===== src/rtl/bseq_pkg.sv =====
package bseq_pkg;
  typedef enum logic [3:0] {
    OP_NONE = 4'd0,
    OP_JMP  = 4'd1,
    OP_JZ   = 4'd2,
    OP_JNZ  = 4'd3,
    OP_JC   = 4'd4,
    OP_JNC  = 4'd5,
    OP_JEQ  = 4'd6,
    OP_JNE  = 4'd7,
    OP_CALL = 4'd8,
    OP_RET  = 4'd9
  } ctl_op_e;
endpackage


===== src/rtl/bseq_cond.sv =====
module bseq_cond
  import bseq_pkg::*;
#(
  parameter int DW = 8
) (
  input  logic [3:0]    op_code,
  input  logic [DW-1:0] tos,
  input  logic [DW-1:0] nos,
  input  logic          carry,
  output logic          br_take,
  output logic          br_pop,
  output logic          is_call,
  output logic          is_ret
);
  ctl_op_e op;
  logic    tos_zero;
  logic    top_eq;

  assign op       = ctl_op_e'(op_code);
  assign tos_zero = (tos == '0);
  assign top_eq   = (tos == nos);

  always_comb begin
    br_take = 1'b0;
    br_pop  = 1'b0;
    is_call = 1'b0;
    is_ret  = 1'b0;
    case (op)
      OP_JMP:  br_take = 1'b1;
      OP_JZ:   begin br_pop = 1'b1; br_take = tos_zero;  end
      OP_JNZ:  begin br_pop = 1'b1; br_take = !tos_zero; end
      OP_JC:   br_take = carry;
      OP_JNC:  br_take = !carry;
      OP_JEQ:  begin br_pop = 1'b1; br_take = top_eq;    end
      OP_JNE:  begin br_pop = 1'b1; br_take = !top_eq;   end
      OP_CALL: is_call = 1'b1;
      OP_RET:  is_ret  = 1'b1;
      default: ;
    endcase
  end
endmodule


===== src/rtl/bseq_rstack.sv =====
module bseq_rstack #(
  parameter int DEPTH = 16,
  parameter int AW_PC = 16
) (
  input  logic             clk,
  input  logic             rst_n,
  input  logic             push,
  input  logic             pop,
  input  logic [AW_PC-1:0] push_addr,
  output logic [AW_PC-1:0] top_addr,
  output logic             empty,
  output logic             full
);
  localparam int IW = (DEPTH > 1) ? $clog2(DEPTH) : 1;
  localparam int CW = IW + 1;

  logic [AW_PC-1:0] slot [DEPTH];
  logic [CW-1:0]    fill_q;
  logic [IW-1:0]    wr_idx;
  logic [IW-1:0]    rd_idx;

  assign wr_idx   = IW'(fill_q);
  assign rd_idx   = IW'(fill_q - CW'(1));
  assign empty    = (fill_q == '0);
  assign full     = (fill_q == CW'(DEPTH));
  assign top_addr = slot[rd_idx];

  always_ff @(posedge clk) begin
    if (!rst_n) begin
      fill_q <= '0;
    end else if (push && !full) begin
      fill_q <= fill_q + CW'(1);
    end else if (pop && !empty) begin
      fill_q <= fill_q - CW'(1);
    end
  end

  always_ff @(posedge clk) begin
    if (push && !full) slot[wr_idx] <= push_addr;
  end
endmodule


===== src/rtl/branch_seq.sv =====
module branch_seq #(
  parameter int PCW      = 16,
  parameter int DW       = 8,
  parameter int RS_DEPTH = 16,
  parameter int CALL_LEN = 3
) (
  input  logic           clk,
  input  logic           rst_n,
  input  logic           op_valid,
  input  logic [3:0]     op_code,
  input  logic [PCW-1:0] op_target,
  input  logic [1:0]     op_len,
  input  logic [DW-1:0]  tos,
  input  logic [DW-1:0]  nos,
  input  logic           carry,
  output logic [PCW-1:0] pc,
  output logic           pop_req,
  output logic [1:0]     pop_cnt,
  output logic           taken,
  output logic           rs_underflow,
  output logic           rs_overflow
);
  logic           br_take, br_pop, is_call, is_ret;
  logic           rs_empty, rs_full;
  logic [PCW-1:0] rs_top;
  logic [PCW-1:0] pc_q, pc_d, pc_seq, ret_addr;
  logic           call_go, ret_ok, ret_bad, push_en;
  logic           unf_q, ovf_q;

  bseq_cond #(.DW(DW)) u_cond (
    .op_code (op_code),
    .tos     (tos),
    .nos     (nos),
    .carry   (carry),
    .br_take (br_take),
    .br_pop  (br_pop),
    .is_call (is_call),
    .is_ret  (is_ret)
  );

  assign call_go  = op_valid && is_call;
  assign ret_ok   = op_valid && is_ret && !rs_empty;
  assign ret_bad  = op_valid && is_ret && rs_empty;
  assign push_en  = call_go && !rs_full;
  assign ret_addr = pc_q + PCW'(CALL_LEN);
  assign pc_seq   = pc_q + PCW'(op_len);

  bseq_rstack #(.DEPTH(RS_DEPTH), .AW_PC(PCW)) u_rs (
    .clk       (clk),
    .rst_n     (rst_n),
    .push      (push_en),
    .pop       (ret_ok),
    .push_addr (ret_addr),
    .top_addr  (rs_top),
    .empty     (rs_empty),
    .full      (rs_full)
  );

  assign taken   = op_valid && (br_take || is_call || ret_ok);
  assign pop_req = op_valid && br_pop;
  assign pop_cnt = pop_req ? 2'd1 : 2'd0;

  always_comb begin
    if (!op_valid)   pc_d = pc_q;
    else if (ret_ok) pc_d = rs_top;
    else if (taken)  pc_d = op_target;
    else             pc_d = pc_seq;
  end

  always_ff @(posedge clk) begin
    if (!rst_n) begin
      pc_q  <= '0;
      unf_q <= 1'b0;
      ovf_q <= 1'b0;
    end else begin
      pc_q <= pc_d;
      if (ret_bad)            unf_q <= 1'b1;
      if (call_go && rs_full) ovf_q <= 1'b1;
    end
  end

  assign pc           = pc_q;
  assign rs_underflow = unf_q;
  assign rs_overflow  = ovf_q;
endmodule


===== config.mk =====
export PLATFORM = sky130hd
export DESIGN_NAME = branch_seq
export DESIGN_NICKNAME = d
export VERILOG_FILES = /design/src/rtl/bseq_pkg.sv /design/src/rtl/bseq_cond.sv /design/src/rtl/bseq_rstack.sv /design/src/rtl/branch_seq.sv
export SDC_FILE = /design/constraint.sdc
export NUM_CORES = 1
export LEC_CHECK = 0
export CORE_ASPECT_RATIO = 1.25
export CORE_MARGIN = 8
export CORE_UTILIZATION = 50
export DETAILED_ROUTE_END_ITERATION = 8
export GPL_TIMING_DRIVEN = 0
export PLACE_DENSITY_LB_ADDON = 0.25
export SLEW_MARGIN = 5
export SYNTH_ARGS = -nofsm -noshare
export SYNTH_HDL_FRONTEND = slang
export SYNTH_SLANG_ARGS = --single-unit

===== constraint.sdc =====
create_clock -name clk -period 4 [get_ports clk]
set_input_delay 0.8 -clock clk [delete_from_list [all_inputs] [get_ports clk]]
set_output_delay 0.8 -clock clk [all_outputs]
set_load 0.005 [all_outputs]

# --- Yosys cells after proc, flatten, opt, wreduce, memory -nomap -nowiden ---
# Memory sizes are Yosys's and may differ from the RTL's.
# Cells that the tools add are included.
word_totals:
  ff_bits: 23
  ramBits: 256
  output_inout_bits: 22
  elab_cells: 52
  memories: 1
mem_list:
  columns: ["memory", "words", "width", "read_ports", "rd_clocked_by_memory_dff", "write_ports", "line_no", "source"]
  rows:
  - ["u_rs.slot", 16, 16, 1, 0, 1, "bseq_rstack.sv:17", "logic [AW_PC-1:0] slot [DEPTH];"]
op_classes:
  add_sub_neg: 4
  eq_ne: 11
  n_mux: 11
  reduce_logical: 21
op_table:
  columns: ["cell", "n"]
  rows:
  - ["$mux W16", 2]
  - ["$add A16 B2 Y16", 1]
  - ["$add A16 B2 Y16 const B", 1]
  - ["$eq A4 B3 Y1 const B", 4]
  - ["$logic_and A1 B1 Y1", 10]
  - ["$mux W5", 2]
  - ["$eq A4 B2 Y1 const B", 2]
  - ["$eq A4 B4 Y1 const B", 2]
  - ["$eq A8 B8 Y1", 1]
  - ["$logic_not A8 Y1", 1]
  - ["$pmux W1 S7", 1]
  - ["$mux W1", 6]
  - ["$add A5 B1 Y5 const B", 1]
  - ["$eq A5 B5 Y1 const B", 1]
  - ["$logic_not A1 Y1", 5]
  - ["$logic_not A5 Y1", 1]
  - ["$sub A5 B1 Y5 const B", 1]
  - ["$eq A4 B1 Y1 const B", 1]
  - ["$reduce_or A4 Y1", 1]
  - ["$logic_or A1 B1 Y1", 2]
  - ["$reduce_bool A2 Y1", 1]

# --- Longest topological paths before layout ---
logic_depth:
  ltp_word: 8
  ltp_mapped: 13
  ltp_nobuf: 9

# --- Hierarchy ---
# From an unflattened synthesis, not the netlist that was laid out.
hier_totals:
  hier_cells: 732
  area_unflattened_um2: 12129.1
modules_own_cells:
  columns: ["module", "instances", "cells_each", "area_each_um2", "seq_area_each_um2"]
  rows:
  - ["bseq_rstack", 1, 495, 10343.7, 7787.5]
  - ["branch_seq", 1, 211, 1577.8, 360.3]
  - ["bseq_cond", 1, 26, 207.7, 0.0]

# --- Least setup slack after synthesis ---
# OpenSTA, ideal clock, no wires.
synth_timing:
  path_type: "register to output"
  from: "reg u_rs.fill_q[0]"
  to: "out taken"
  arrival_time_ns: 3.021
  slack_ns: 0.179
  path_stages_with_launch: 13
  cell_sequence: "dfxtp_1 -> buf_2 -> buf_2 -> buf_2 -> buf_2 -> inv_1 -> ha_1 -> nor4b_1 -> nor3_1 -> nor4_1 -> nand3_1 -> buf_2 -> and2_1"
synth_via:
  elab_chain_len: 5
synth_rtl:
  columns: ["item", "line_no", "source"]
  rows:
  - ["start, declared", "bseq_rstack.sv:18", "logic [CW-1:0] fill_q;"]
  - ["start signal, assigned", "bseq_rstack.sv:32", "fill_q <= fill_q + CW'(1);"]
  - ["start signal, assigned", "bseq_rstack.sv:34", "fill_q <= fill_q - CW'(1);"]
  - ["$logic_not A5 Y1", "bseq_rstack.sv:24", "assign empty = (fill_q == '0);"]
  - ["$logic_not A1 Y1", "branch_seq.sv:42", "assign ret_ok = op_valid && is_ret && !rs_empty;"]
  - ["$logic_and A1 B1 Y1", "branch_seq.sv:42", null]
  - ["$logic_or A1 B1 Y1", "branch_seq.sv:59", "assign taken = op_valid && (br_take || is_call || ret_ok);"]
  - ["$logic_and A1 B1 Y1", "branch_seq.sv:59", null]
  - ["end, declared", "branch_seq.sv:19", "output logic taken,"]
# Every way passes these cells.

# --- Worst setup path after layout ---
layout_timing:
  from: "in tos[7]"
  to: "out taken"
layout_via:
  elab_chain_len: 6
  word_cells_on_any_way: 8
  classes_between: "eq/ne: 1; mux: 1; reduce/logical: 6"
layout_rtl:
  columns: ["item", "line_no", "source"]
  rows:
  - ["start, declared", "branch_seq.sv:13", "input logic [DW-1:0] tos,"]
  - ["$eq A8 B8 Y1 or $logic_not A8 Y1 (tied branches)", "bseq_cond.sv:21, bseq_cond.sv:20", null]
  - ["$logic_not A1 Y1, on equally long branches", "bseq_cond.sv:35, bseq_cond.sv:31", null]
  - ["$pmux W1 S7 *", "bseq_cond.sv:28", "case (op)"]
  - ["$logic_or A1 B1 Y1 * (2 in series)", "branch_seq.sv:59", null]
  - ["$logic_and A1 B1 Y1 *", "branch_seq.sv:59", null]
# Mark *: on every way between the ends. The rest lies on a longest branch, timed or not.

==> impl_metrics.csv <==
group,metric,value,unit
min_path,hold_path_depth,2,
cts,cts_buffers,27,
job,drv_cap,0,
synth,synthTopCellsByArea,"edfxtp_1, mux4_2, dfxtp_1",
cts,h-tree-depth,1,
cts,clock_sinks,279,
timing,setup_viol,0,
layout,multi_input_area,0.00361,mm^2
synth,synth_async_sr_flop_share,0,
synth,syn-cell-area,0.0119,mm^2
worst_setup_path,path_cells,"clkdlybuf4s50_1, or4_4, o311a_1, nor4_1, nand3_1, buf_6, and2_1, dlygate4sd2_1",
route,wl,28000,um
die,num_rows,63,
cts,root_buffer,"clkbuf_16",
global_route,first_global_vias,7234,
worst_setup_path,cp_top_family,"simple AND/OR/NAND/NOR gates",
min_path,hold_start,"rs_underflow",
layout,nFillCells,1725,
pwr,leakagePower,0.00442,uW
die,die_h,189,um
timing,maxSlewViolCount,0,
timing,rsz0062_at_grt,"false",
placement,numPortBuffers,61,
synth,yosysSeqAreaShare,0.683,
layout,stdcell_count,1098,
global_route,grt_max_degree,18,
global_route,top_usage_layer,"met2",
layout,area_growth,16.6,%
worst_setup_path,critical_path.startpoint_type,"primary input",
synth,synthDistinctLibCells,58,
route,avgRoutedWirePerCell,25.5,um
cts,cts_tree,"yes",
global_route,grt_pass1_wl,43100,um
global_route,met2_usage,0.334,
die,start_util,0.506,
worst_setup_path,cp_data_required_time,3.20,ns
pwr,ir_drop,282,uV
cts,cts.clk_slew.worst_paths,0.06,ns
min_path,hold_path.class,"register to register",
die,design.core.area,0.0236,mm^2
worst_setup_path,cp.depth,8,
worst_setup_path,critPathBufInv,3,
worst_setup_path,cpMaxStageDelayCell,"or4_4",
synth,synth_largest_area_cell,"edfxtp_1",
layout,final_net_count,839,
synth,syn_nets,743,
timing,clock.fmax,259,MHz
synth,synth_edf_count,256,
worst_setup_path,worstPathArrival,3.05,ns
synth,ys_ff_latch,279,
route,drc_errors,0,
synth,netlist_top_cells_count,"edfxtp_1, mux4_2, nor2_1",
placement,dpl.hpwl,18600,um
worst_setup_path,critical_path_class,"primary input to output pin",
worst_setup_path,endpoint_kind,"output pin",
route,drt_iter0_drc,503,
synth,syn_avg_cell_area,17.2,um^2
global_route,grt_use_met3,0.0319,
worst_setup_path,max_stage_delay,0.56,ns
timing,holdWs,0.485,ns
route,drt_pre_antenna_iters,5,
timing,setup_tns,0,ns
placement,place.gp.congestion,0.926,
timing,relSlewSlack,0.112,
timing,post-route-period-util,0.964,
placement,dp.cells,1045,
layout,antenna_cells,0,
pwr,power.density,433,mW/mm^2
synth,synth.most_common_cell,"edfxtp_1",
route,final_antenna_net_count,0,
route,vias_per_cell,6.23,
layout,regArea,0.00815,mm^2
timing,tightest_slew,1.32,ns
outcome,status,"complete, no violations",
route,vias,6840,
die,fp.dieArea,0.0291,mm^2
synth,synth_cells,692,
synth,yosys_warnings,0,
layout,layout-drive-gt1-share,0.176,
worst_setup_path,worstSetupStartpoint,"tos[7]",
worst_setup_path,reg2regPathDepth,13,
worst_setup_path,worstReg2RegStart,"u_rs.fill_q[0]",
layout,utilization,0.590,
global_route,antenna_found_initial,0,
cts,clk_latency,0.54,ns
die,die_w,154,um
worst_setup_path,cp_max_fo,2,
cts,clock_path_buffers,3,
timing,fin_worst_skew,0.0197,ns
die,pin_count,64,
timing,period_needed,3.85,ns
synth,yosysTopAreaCellShare,0.644,
global_route,gr-usage-met1,0.241,
global_route,overflow,0,
timing,hold_violations,0,
global_route,grt_use_total,0.194,
synth,ys.flop_type,"edfxtp_1",
==> state kept, by name (all words and copies together) (netlist names) <==
| register | count |
|---|---|
| u_rs.slot | 256 |
| rs_underflow | 1 |
| rs_overflow | 1 |
| u_rs.fill_q | 5 |
| pc | 16 |
==> area by class of cell <==
cell class                      count  share of cell area
Clock buffer                       34              0.0505
Clock inverter                     13              0.0108
Timing Repair Buffer               67              0.0471
Sequential cell                   279               0.586
Inverter                           11             0.00324
Buffer                             39              0.0166
Multi-Input combinational cell    363               0.259
Tap cell                          292              0.0263
==> per-stage QoR <==
stage / instance area [um^2] / worst slack (ns) / total power [uW]
2_1_floorplan: 11900 / 0.179 / 3450
3_3_place_gp: 12900 / -1.53 / 3580
3_5_place_dp: 12900 / -1.58 / 3590
4_1_cts: 13900 / 0.0671 / 6050
5_1_grt: 13900 / 0.0337 / 6180
6_report: 13900 / 0.146 / 6020
==> cell families (layout without fill, tap and decap cells) <==
group / after synthesis / after routing / synth area share
XOR/XNOR: 31 / 31 / 0.0234
AND/OR/NAND/NOR: 144 / 144 / 0.0658
multiplexers: 94 / 94 / 0.151
AO/OA/AOI/OAI: 84 / 84 / 0.0478
buffers and inverters: 50 / 164 / 0.0183
adder cells (fa/ha/maj): 9 / 9 / 0.0101
other: 1 / 1 / 0.000314
flip-flops: 279 / 279 / 0.683
==> repair_timing <==
action	4_1_cts	5_1_grt
endpoints found under the setup margin	70	8
resized for setup	24	4
pin swaps	4	0
buffers inserted	6	0
cloned	0	0
hold buffers	0	0
==> report_power, final <==
part | internal (uW) | switching, uW | total [uW]
Combinational | 149 | 177 | 326
Clock | 1430 | 1040 | 2480
Sequential | 3200 | 14.7 | 3210
Total | 4780 | 1240 | 6020
==> cell usage in the layout (no fill, tap or decap), types with 3 or more instances in the layout <==
master	netlist	layout
a21oi_1	6	6
a31oi_1	12	12
a32o_1	10	10
and2_1	9	9
and3_1	6	6
and4_1	6	6
buf_2	12	7
buf_4	4	10
bufinv_16	0	3
clkbuf_1	22	27
clkbuf_16	0	27
clkdlybuf4s50_1	0	60
clkinv_1	1	6
clkinvlp_4	0	3
dfxtp_1	23	22
edfxtp_1	256	256
ha_1	8	7
inv_1	10	9
mux2i_1	25	25
mux4_2	69	69
nand2_1	26	26
nand2b_1	11	11
nand3_1	6	6
nand4_1	5	5
nor2_1	37	37
nor2b_1	4	4
nor3_1	5	4
o21a_1	13	13
o21ai_0	17	17
o21ai_1	11	11
o32ai_1	3	3
or2_2	3	3
or3_1	9	9
xnor2_1	18	17
xor2_1	12	12
==> tightest hold or removal path: stages, from the launching register on <==
cell	delay [ns]
dfxtp_1	0.34
a31oi_1	0.05
nor2_1	0.07
==> final timing paths <==
check                  to  slack, ns
max                 taken       0.15
min          rs_underflow       0.49
max reg2reg         pc[9]       0.30
min reg2reg  rs_underflow       0.49
==> per-layer routing <==
metal	vias to the layer above	share of wire
met5	-	0
met4	0	0.032
met3	62	0.069
met2	338	0.50
met1	3485	0.40
li1	2955	-
No activity file was read; power rests on OpenSTA's default activity.
